`src/rtl/spim_pkg.sv`:
```
`timescale 1ns/1ps
package spim_pkg;
    localparam int BUS_W  = 32;
    localparam int BYTE_W = 8;
    localparam int NUM_CS = 3;

    // control/status bit positions (software decodes these)
    localparam int B_CPHA    = 2;
    localparam int B_CPOL    = 3;
    localparam int B_CLR_TX  = 4;
    localparam int B_CLR_RX  = 5;
    localparam int B_CSPOL   = 6;
    localparam int B_TA      = 7;
    localparam int B_IE_DONE = 9;
    localparam int B_IE_RXR  = 10;
    localparam int B_DONE    = 16;
    localparam int B_RXD     = 17;
    localparam int B_TXD     = 18;
    localparam int B_RXR     = 19;
    localparam int B_RXF     = 20;
    localparam int B_LPOL    = 21;

    typedef enum logic [1:0] {
        SEL_CTRL = 2'd0,
        SEL_DATA = 2'd1,
        SEL_DIV  = 2'd2,
        SEL_NONE = 2'd3
    } reg_sel_e;

    typedef struct packed {
        logic [NUM_CS-1:0] line_pol;
        logic              ie_rxr;
        logic              ie_done;
        logic              ta;
        logic              cs_pol;
        logic              cpol;
        logic              cpha;
        logic [1:0]        cs_num;
    } ctrl_t;
endpackage

```
`src/rtl/spim_fifo.sv`:
```
`timescale 1ns/1ps
module spim_fifo #(
    parameter  int DEPTH = 16,
    parameter  int W     = 8,
    localparam int PW    = $clog2(DEPTH),
    localparam int CW    = $clog2(DEPTH + 1)
) (
    input  logic          clk,
    input  logic          rst_n,
    input  logic          flush,
    input  logic          push,
    input  logic [W-1:0]  wdata,
    input  logic          pop,
    output logic [W-1:0]  rdata,
    output logic [CW-1:0] count,
    output logic          full
);
    typedef struct packed {
        logic [PW-1:0] wp;
        logic [PW-1:0] rp;
        logic [CW-1:0] cnt;
    } fifo_t;

    fifo_t      q, d;
    logic       do_push, do_pop;
    logic [W-1:0] mem_q [DEPTH];

    function automatic logic [PW-1:0] bump(input logic [PW-1:0] p);
        return (p == PW'(DEPTH - 1)) ? '0 : p + PW'(1);
    endfunction

    always_comb begin
        do_push = push && (q.cnt != CW'(DEPTH)) && !flush;
        do_pop  = pop && (q.cnt != '0) && !flush;
        d = q;
        if (flush) begin
            d = '0;
        end else begin
            if (do_push) d.wp = bump(q.wp);
            if (do_pop)  d.rp = bump(q.rp);
            d.cnt = q.cnt + CW'(do_push) - CW'(do_pop);
        end
    end

    always_ff @(posedge clk) begin
        if (!rst_n) q <= '0;
        else        q <= d;
    end

    always_ff @(posedge clk) begin
        if (do_push) mem_q[q.wp] <= wdata;
    end

    assign rdata = (q.cnt == '0) ? '0 : mem_q[q.rp];
    assign count = q.cnt;
    assign full  = (q.cnt == CW'(DEPTH));

    AST_FIFO_FLUSH_EMPTIES: assert property (@(posedge clk) disable iff (!rst_n) flush |=> (count == '0));
    AST_FIFO_POP_STEP: assert property (@(posedge clk) disable iff (!rst_n) (pop && !push && !flush && count != '0) |=> (count == $past(count) - CW'(1)));
endmodule

```
`src/rtl/spim_shifter.sv`:
```
`timescale 1ns/1ps
module spim_shifter #(
    parameter int DIV_W = 16,
    parameter int W     = 8
) (
    input  logic             clk,
    input  logic             rst_n,
    input  logic             cpol,
    input  logic             cpha,
    input  logic [DIV_W-1:0] div,
    input  logic             start,
    input  logic [W-1:0]     tx_byte,
    input  logic             miso,
    output logic             sclk,
    output logic             mosi,
    output logic             busy,
    output logic             rx_push,
    output logic [W-1:0]     rx_byte
);
    localparam int EDGES = 2 * W;
    localparam int EW    = $clog2(EDGES);
    localparam logic [EW-1:0]    LAST_EDGE = EW'(EDGES - 1);
    localparam logic [DIV_W-1:0] SLOW_HALF = {1'b0, {(DIV_W-1){1'b1}}};

    typedef struct packed {
        logic             busy;
        logic             sclk;
        logic [DIV_W-1:0] cnt;
        logic [EW-1:0]    edge_n;
        logic [W-1:0]     tx_sr;
        logic [W-1:0]     rx_sr;
    } sh_t;

    sh_t              q, d;
    logic [DIV_W-1:0] half_m1;
    logic             lead, sample;

    always_comb begin
        // half period minus one, in system clocks
        if (div == '0)                half_m1 = SLOW_HALF;
        else if (div < DIV_W'(2))     half_m1 = '0;
        else                          half_m1 = (div >> 1) - DIV_W'(1);

        d       = q;
        rx_push = 1'b0;
        rx_byte = q.rx_sr;
        lead    = !q.edge_n[0];
        sample  = lead ^ cpha;

        if (!q.busy) begin
            d.sclk = cpol;
            if (start) begin
                d.busy   = 1'b1;
                d.cnt    = half_m1;
                d.edge_n = '0;
                d.tx_sr  = tx_byte;
                d.rx_sr  = '0;
            end
        end else if (q.cnt != '0) begin
            d.cnt = q.cnt - DIV_W'(1);
        end else begin
            d.sclk   = ~q.sclk;
            d.cnt    = half_m1;
            d.edge_n = q.edge_n + EW'(1);
            if (sample)
                d.rx_sr = {q.rx_sr[W-2:0], miso};
            else if (q.edge_n != '0)
                d.tx_sr = {q.tx_sr[W-2:0], 1'b0};
            if (q.edge_n == LAST_EDGE) begin
                d.busy  = 1'b0;
                rx_push = 1'b1;
                rx_byte = d.rx_sr;
            end
        end
    end

    always_ff @(posedge clk) begin
        if (!rst_n) q <= '0;
        else        q <= d;
    end

    assign sclk = q.sclk;
    assign mosi = q.tx_sr[W-1];
    assign busy = q.busy;

    AST_SCLK_IDLE_LEVEL: assert property (@(posedge clk) disable iff (!rst_n) (!q.busy && $past(!q.busy) && $stable(cpol)) |-> (sclk == cpol));
endmodule

```
`src/rtl/spim_ctrl.sv`:
```
`timescale 1ns/1ps
module spim_ctrl
    import spim_pkg::*;
#(
    parameter int FIFO_DEPTH = 16,
    parameter int RX_MARK    = 12,
    parameter int DIV_W      = 16
) (
    input  logic        clk,
    input  logic        rst_n,
    input  logic [3:0]  reg_addr,
    input  logic        reg_wr,
    input  logic        reg_rd,
    input  logic [31:0] reg_wdata,
    output logic [31:0] reg_rdata,
    output logic        sclk,
    output logic        mosi,
    input  logic        miso,
    output logic [2:0]  cs_line,
    output logic        irq
);
    localparam int CW = $clog2(FIFO_DEPTH + 1);

    typedef struct packed {
        ctrl_t            ctrl;
        logic [DIV_W-1:0] div;
    } regs_t;

    regs_t          q, d;
    reg_sel_e       sel;
    logic           wr_ctrl, wr_data, wr_div, rd_data;
    logic           flush_tx, flush_rx;
    logic           start;
    logic [CW-1:0]  tx_count, rx_count;
    logic           tx_full, rx_full, tx_empty, rx_empty;
    logic [BYTE_W-1:0] tx_head, rx_head;
    logic           sh_busy, sh_rx_push;
    logic [BYTE_W-1:0] sh_rx_byte;
    logic           done, rxr;
    logic [BUS_W-1:0] stat;
    logic [NUM_CS-1:0] act_lvl;
    logic           unused_bits;

    assign unused_bits = ^{reg_wdata[31:24], reg_wdata[20:16], reg_addr[1:0]};

    // ---- bus decode and register next state
    always_comb begin
        sel      = reg_sel_e'(reg_addr[3:2]);
        wr_ctrl  = reg_wr && (sel == SEL_CTRL);
        wr_data  = reg_wr && (sel == SEL_DATA);
        wr_div   = reg_wr && (sel == SEL_DIV);
        rd_data  = reg_rd && (sel == SEL_DATA);
        flush_tx = wr_ctrl && reg_wdata[B_CLR_TX];
        flush_rx = wr_ctrl && reg_wdata[B_CLR_RX];

        d = q;
        if (wr_ctrl) begin
            d.ctrl.cs_num   = reg_wdata[1:0];
            d.ctrl.cpha     = reg_wdata[B_CPHA];
            d.ctrl.cpol     = reg_wdata[B_CPOL];
            d.ctrl.cs_pol   = reg_wdata[B_CSPOL];
            d.ctrl.ta       = reg_wdata[B_TA];
            d.ctrl.ie_done  = reg_wdata[B_IE_DONE];
            d.ctrl.ie_rxr   = reg_wdata[B_IE_RXR];
            d.ctrl.line_pol = reg_wdata[B_LPOL +: NUM_CS];
        end
        if (wr_div) d.div = reg_wdata[DIV_W-1:0];
    end

    always_ff @(posedge clk) begin
        if (!rst_n) q <= '0;
        else        q <= d;
    end

    // ---- queues
    spim_fifo #(.DEPTH(FIFO_DEPTH), .W(BYTE_W)) u_tx_fifo (
        .clk   (clk),
        .rst_n (rst_n),
        .flush (flush_tx),
        .push  (wr_data),
        .wdata (reg_wdata[BYTE_W-1:0]),
        .pop   (start),
        .rdata (tx_head),
        .count (tx_count),
        .full  (tx_full)
    );

    spim_fifo #(.DEPTH(FIFO_DEPTH), .W(BYTE_W)) u_rx_fifo (
        .clk   (clk),
        .rst_n (rst_n),
        .flush (flush_rx),
        .push  (sh_rx_push),
        .wdata (sh_rx_byte),
        .pop   (rd_data),
        .rdata (rx_head),
        .count (rx_count),
        .full  (rx_full)
    );

    assign tx_empty = (tx_count == '0);
    assign rx_empty = (rx_count == '0);

    // a byte leaves only while active, with room reserved in the RX queue
    assign start = q.ctrl.ta && !tx_empty && !rx_full && !sh_busy && !flush_tx;

    spim_shifter #(.DIV_W(DIV_W), .W(BYTE_W)) u_shifter (
        .clk     (clk),
        .rst_n   (rst_n),
        .cpol    (q.ctrl.cpol),
        .cpha    (q.ctrl.cpha),
        .div     (q.div),
        .start   (start),
        .tx_byte (tx_head),
        .miso    (miso),
        .sclk    (sclk),
        .mosi    (mosi),
        .busy    (sh_busy),
        .rx_push (sh_rx_push),
        .rx_byte (sh_rx_byte)
    );

    // ---- status, interrupt, readout
    assign done = q.ctrl.ta && tx_empty && !sh_busy;
    assign rxr  = (rx_count >= CW'(RX_MARK));
    assign irq  = (q.ctrl.ie_done && done) || (q.ctrl.ie_rxr && rxr);

    always_comb begin
        stat                      = '0;
        stat[1:0]                 = q.ctrl.cs_num;
        stat[B_CPHA]              = q.ctrl.cpha;
        stat[B_CPOL]              = q.ctrl.cpol;
        stat[B_CSPOL]             = q.ctrl.cs_pol;
        stat[B_TA]                = q.ctrl.ta;
        stat[B_IE_DONE]           = q.ctrl.ie_done;
        stat[B_IE_RXR]            = q.ctrl.ie_rxr;
        stat[B_DONE]              = done;
        stat[B_RXD]               = !rx_empty;
        stat[B_TXD]               = !tx_full;
        stat[B_RXR]               = rxr;
        stat[B_RXF]               = rx_full;
        stat[B_LPOL +: NUM_CS]    = q.ctrl.line_pol;

        case (sel)
            SEL_CTRL: reg_rdata = stat;
            SEL_DATA: reg_rdata = {{(BUS_W-BYTE_W){1'b0}}, rx_head};
            SEL_DIV:  reg_rdata = {{(BUS_W-DIV_W){1'b0}}, q.div};
            default:  reg_rdata = '0;
        endcase
    end

    // ---- chip selects
    for (genvar gi = 0; gi < NUM_CS; gi++) begin : g_cs
        assign act_lvl[gi] = q.ctrl.cs_pol || q.ctrl.line_pol[gi];
        assign cs_line[gi] = (q.ctrl.ta && (q.ctrl.cs_num == 2'(gi))) ? act_lvl[gi] : ~act_lvl[gi];
    end

    AST_RX_NEVER_DROPS: assert property (@(posedge clk) disable iff (!rst_n) sh_rx_push |-> !rx_full);
    AST_DONE_NO_START: assert property (@(posedge clk) disable iff (!rst_n) (done && !wr_data) |=> !sh_busy);
    AST_CS_AT_MOST_ONE: assert property (@(posedge clk) disable iff (!rst_n) $onehot0(~(cs_line ^ act_lvl)));
    AST_IRQ_HAS_SOURCE: assert property (@(posedge clk) disable iff (!rst_n) irq |-> (done || rxr));
endmodule

```
`config.mk`:
```
export PLATFORM = sky130hd
export DESIGN_NAME = spim_ctrl
export DESIGN_NICKNAME = d
export VERILOG_FILES = /design/src/rtl/spim_pkg.sv /design/src/rtl/spim_fifo.sv /design/src/rtl/spim_shifter.sv /design/src/rtl/spim_ctrl.sv
export SDC_FILE = /design/constraint.sdc
export NUM_CORES = 1
export LEC_CHECK = 0
export ABC_AREA = 1
export BUFFER_PORTS_ARGS = -buffer_cell sky130_fd_sc_hd__buf_2
export CORE_MARGIN = 4
export CORE_UTILIZATION = 64
export CTS_BUF_LIST = sky130_fd_sc_hd__clkbuf_8
export DETAILED_ROUTE_END_ITERATION = 6
export PLACE_DENSITY = 0.82
export SYNTH_ARGS = -nofsm -noshare
export SYNTH_HDL_FRONTEND = slang
export SYNTH_SLANG_ARGS = --single-unit
```
`constraint.sdc`:
```
create_clock -name clk -period 6.7 [get_ports clk]
set_input_delay 0.335 -clock clk [delete_from_list [all_inputs] [get_ports clk]]
set_output_delay 0.335 -clock clk [all_outputs]
set_load 0.02 [all_outputs]
```
==> results.md <==
- Wire per inst: 16.3 µm
- DIE AREA: 28,400 µm²
- R2R Path Start: u_rx_fifo.count[2]
- Critical path depth: 16
- Initial Utilization: 0.652
- Number of max-cap violations: 0
- Syn Area/Cell: 9.29 µm²
- Crit-path most repeated cell: inv_1
- Sw Share: 0.297
- Hold_buf cts: 0
- # rows: 58
- Setup Skew: 0.0169 ns
- CTS sink cnt: 355
- Register-to-Register Path Depth: 16
- Final Critical Period: 3.49 ns
- Worst Path Max Fanout: 13
- Power Density: 290 nW/µm²
- Pleak: 7.38 nW
- Drt drc: 0
- Slew headroom: 0.239
- Most numerous cell in the Yosys netlist: nand2_1
- Layout cell share with drive strength beyond 1: 0.102
- Critical path capture point type: flop
- Layout net count: 1,884
- Reg power frac: 0.486
- RSZ-0062 raised after global routing: no
- Crit path cell chain: inv_1 > ha_1 > nand4_1 > nand2_1 > nor2_1 > ha_1 > inv_1 > ha_1 > inv_1 > fa_1 > inv_1 > nand2_1 > a21oi_1 > nor2_1 > o21ai_0 > a21oi_1
- Drt first pass iters: 6
- Post-synth top area share: 0.467
- H-tree Lvls: 2
- Status: finished clean
- Die H: 168 µm
- Max frequency: 0.286 GHz
- Internal cell power: 3.66 mW
- Post-CTS Setup Bufs: 0
- Slowest cell on crit path: nor2_1
- Final period utilization: 0.522
- Worst slack at placement: 3.22 ns
- Setup TNS: 0 ns
- Fillers: 1,851
- Num ports: 79
- Largest net degree at the start of global routing: 129
- Chip Width: 168 µm
- Clock Latency Late Sink: 0.59 ns
- Number of synthesized flops with an enable pin: 256
- Slew @ Worst Pin: 1.14 ns
- Clock power frac: 0.335
- Ant. Diodes: 0
- Reg area: 9680 µm²
- Psw: 1.54 mW
- Comb power frac: 0.179
- Critical Path RT: 7.18 ns
- Sequential share of the synthesized area: 0.587
- Clock Path Buffers: 3
- Worst setup SP type: flop
- Vias per inst: 5.58
- CTS tree: built
- Critical path buffers and inverters: 4
- Final Max Tran Viols: 0
- Crit path DAT: 3.97 ns
- Setup slack after layout: 3.21 ns
- Final WL: 35,600 µm
- Worst Setup SP: u_rx_fifo.count[2]
- Multi-input logic area: 5530 µm²
- Synth area leader: edfxtp_1
- Final Hold Vio Count: 0
- Gr usage total: 0.246
- Post-synth cell types: 47
- Synthesized area: 16,500 µm²
- Register bit total from synthesis: 355
- Vias in the first global route: 11,500
- # setup viols final: 0
- First-pass GRT wire length: 56,800 µm
- Core footprint: 25,300 µm²
- Vias: 12,200
- Root Driver: clkbuf_8
- Number of antenna violations at the first check in global routing: 0
- Hold path start: reg_wdata[14]
- Yosys Warn Count: 0
- Final core utilization: 0.709
- Hold/Removal Path Class: in -> reg
- Clock Pin Slew Worst Setup and Hold Paths: 0.07 ns
- Initial DRC count: 1,316
- Post-Synthesis Cells: 1,773
- Routed Antenna Nets: 0
- Hold Path Depth: 3
- Gr ovfl total: 0
- Worst hold margin: 0.0242 ns
- CTS-repair resized insts: 0
- Synth top area cells: edfxtp_1 47%, dfxtp_1 12%, nand2_1 8.4%
- Routability congestion estimate: 0.909
- Max rail drop VDD: 0.000232 V
- Layout area overhead: 8.62%
- Max stage delay on crit path: 0.68 ns
- Port bufs: 55
- Commonest register cell after synthesis: edfxtp_1
- Crit Path Category: reg -> reg
- Synth async-reset ratio: 0
- Cts bufs inserted: 53
- Commonest cells in the netlist: 367 x nand2_1, 256 x edfxtp_1, 227 x inv_1, 179 x nor2_1, 155 x nand3_1
- Hpwl dp: 23,000 µm
- Family with the most delay on the worst path: simple AND/OR/NAND/NOR gates
kinds of logic (layout without fill, tap and decap cells):
family	count (synthesis)	in the layout	share of synthesized area
other	1	8	0.000228
buffers and inverters	319	395	0.0790
AOI/OAI and AO/OA	300	300	0.105
xor gates and xnor gates	16	16	0.00896
adders and majority gates	31	31	0.0244
DFF	355	355	0.587
and+or+nand+nor	751	751	0.195
stage by stage:
| step | total power, mW | std cells | instance area, µm² |
|---|---|---|---|
| 2_1_floorplan | 3.26 | 1780 | 16500 |
| 3_3_place_gp | 3.45 | 2087 | 16800 |
| 3_5_place_dp | 3.49 | 2087 | 16800 |
| 4_1_cts | 5.20 | 2186 | 17900 |
| 5_1_grt | 5.44 | 2186 | 17900 |
| 6_report | 5.20 | 2186 | 17900 |
registers in the layout, summed over array words and instances, names as in the netlist, named ones only:
register / cells
u_shifter.mosi: 1
u_shifter.busy: 1
u_rx_fifo.q: 8
u_tx_fifo.count: 5
u_rx_fifo.mem_q: 128
q: 27
u_rx_fifo.count: 5
u_shifter.q: 35
u_tx_fifo.q: 8
u_tx_fifo.mem_q: 128
u_shifter.sclk: 1
metal layers:
metal / track usage / wire length, µm
met5: 0 / 0
met4: 0.102 / 1350
met3: 0.0427 / 2380
met2: 0.408 / 17100
met1: 0.325 / 14800
worst min-delay path, stage by stage:
cell     delay (ns)
buf_2          0.07
o21ai_0        0.07
a21oi_1        0.10
power by group through the flow:
stage                     Clock [mW]  Sequential (mW)  Combinational [mW]
after floorplan                    0             2.54               0.723
after global placement             0             2.57               0.884
after detailed placement           0             2.57               0.918
after CTS                       1.75             2.53               0.924
after global routing            1.85             2.54                1.05
final                           1.74             2.53               0.930
path summary, 6_finish.rpt:
path | to | slack [ns]
setup / recovery | u_tx_fifo.count[4] | 3.21
hold / removal | q[14] | 0.02
setup reg to reg | u_tx_fifo.count[4] | 3.21
hold reg to reg | u_shifter.q[8] | 0.48
layout make-up:
| cell class | instances | area share |
|---|---|---|
| flip-flops and latches | 355 | 0.541 |
| multi-input cells | 1106 | 0.309 |
| clock buffers | 67 | 0.0515 |
| inverters | 236 | 0.0498 |
| well taps | 330 | 0.0231 |
| repair buffers | 60 | 0.0175 |
| clock inverters | 32 | 0.00846 |
cells in the final DEF, fill, tap and decap left out, drive strengths merged, types with 9 or more instances in the layout:
cell type  instances
nand2            379
edfxtp           256
inv              249
nor2             189
nand3            157
o21ai            136
dfxtp             99
a21oi             95
clkbuf            67
buf               60
o211ai            50
ha                29
clkinv            18
xor2              11
nor3               9
Note: power is estimated with default switching activity, not from simulation.
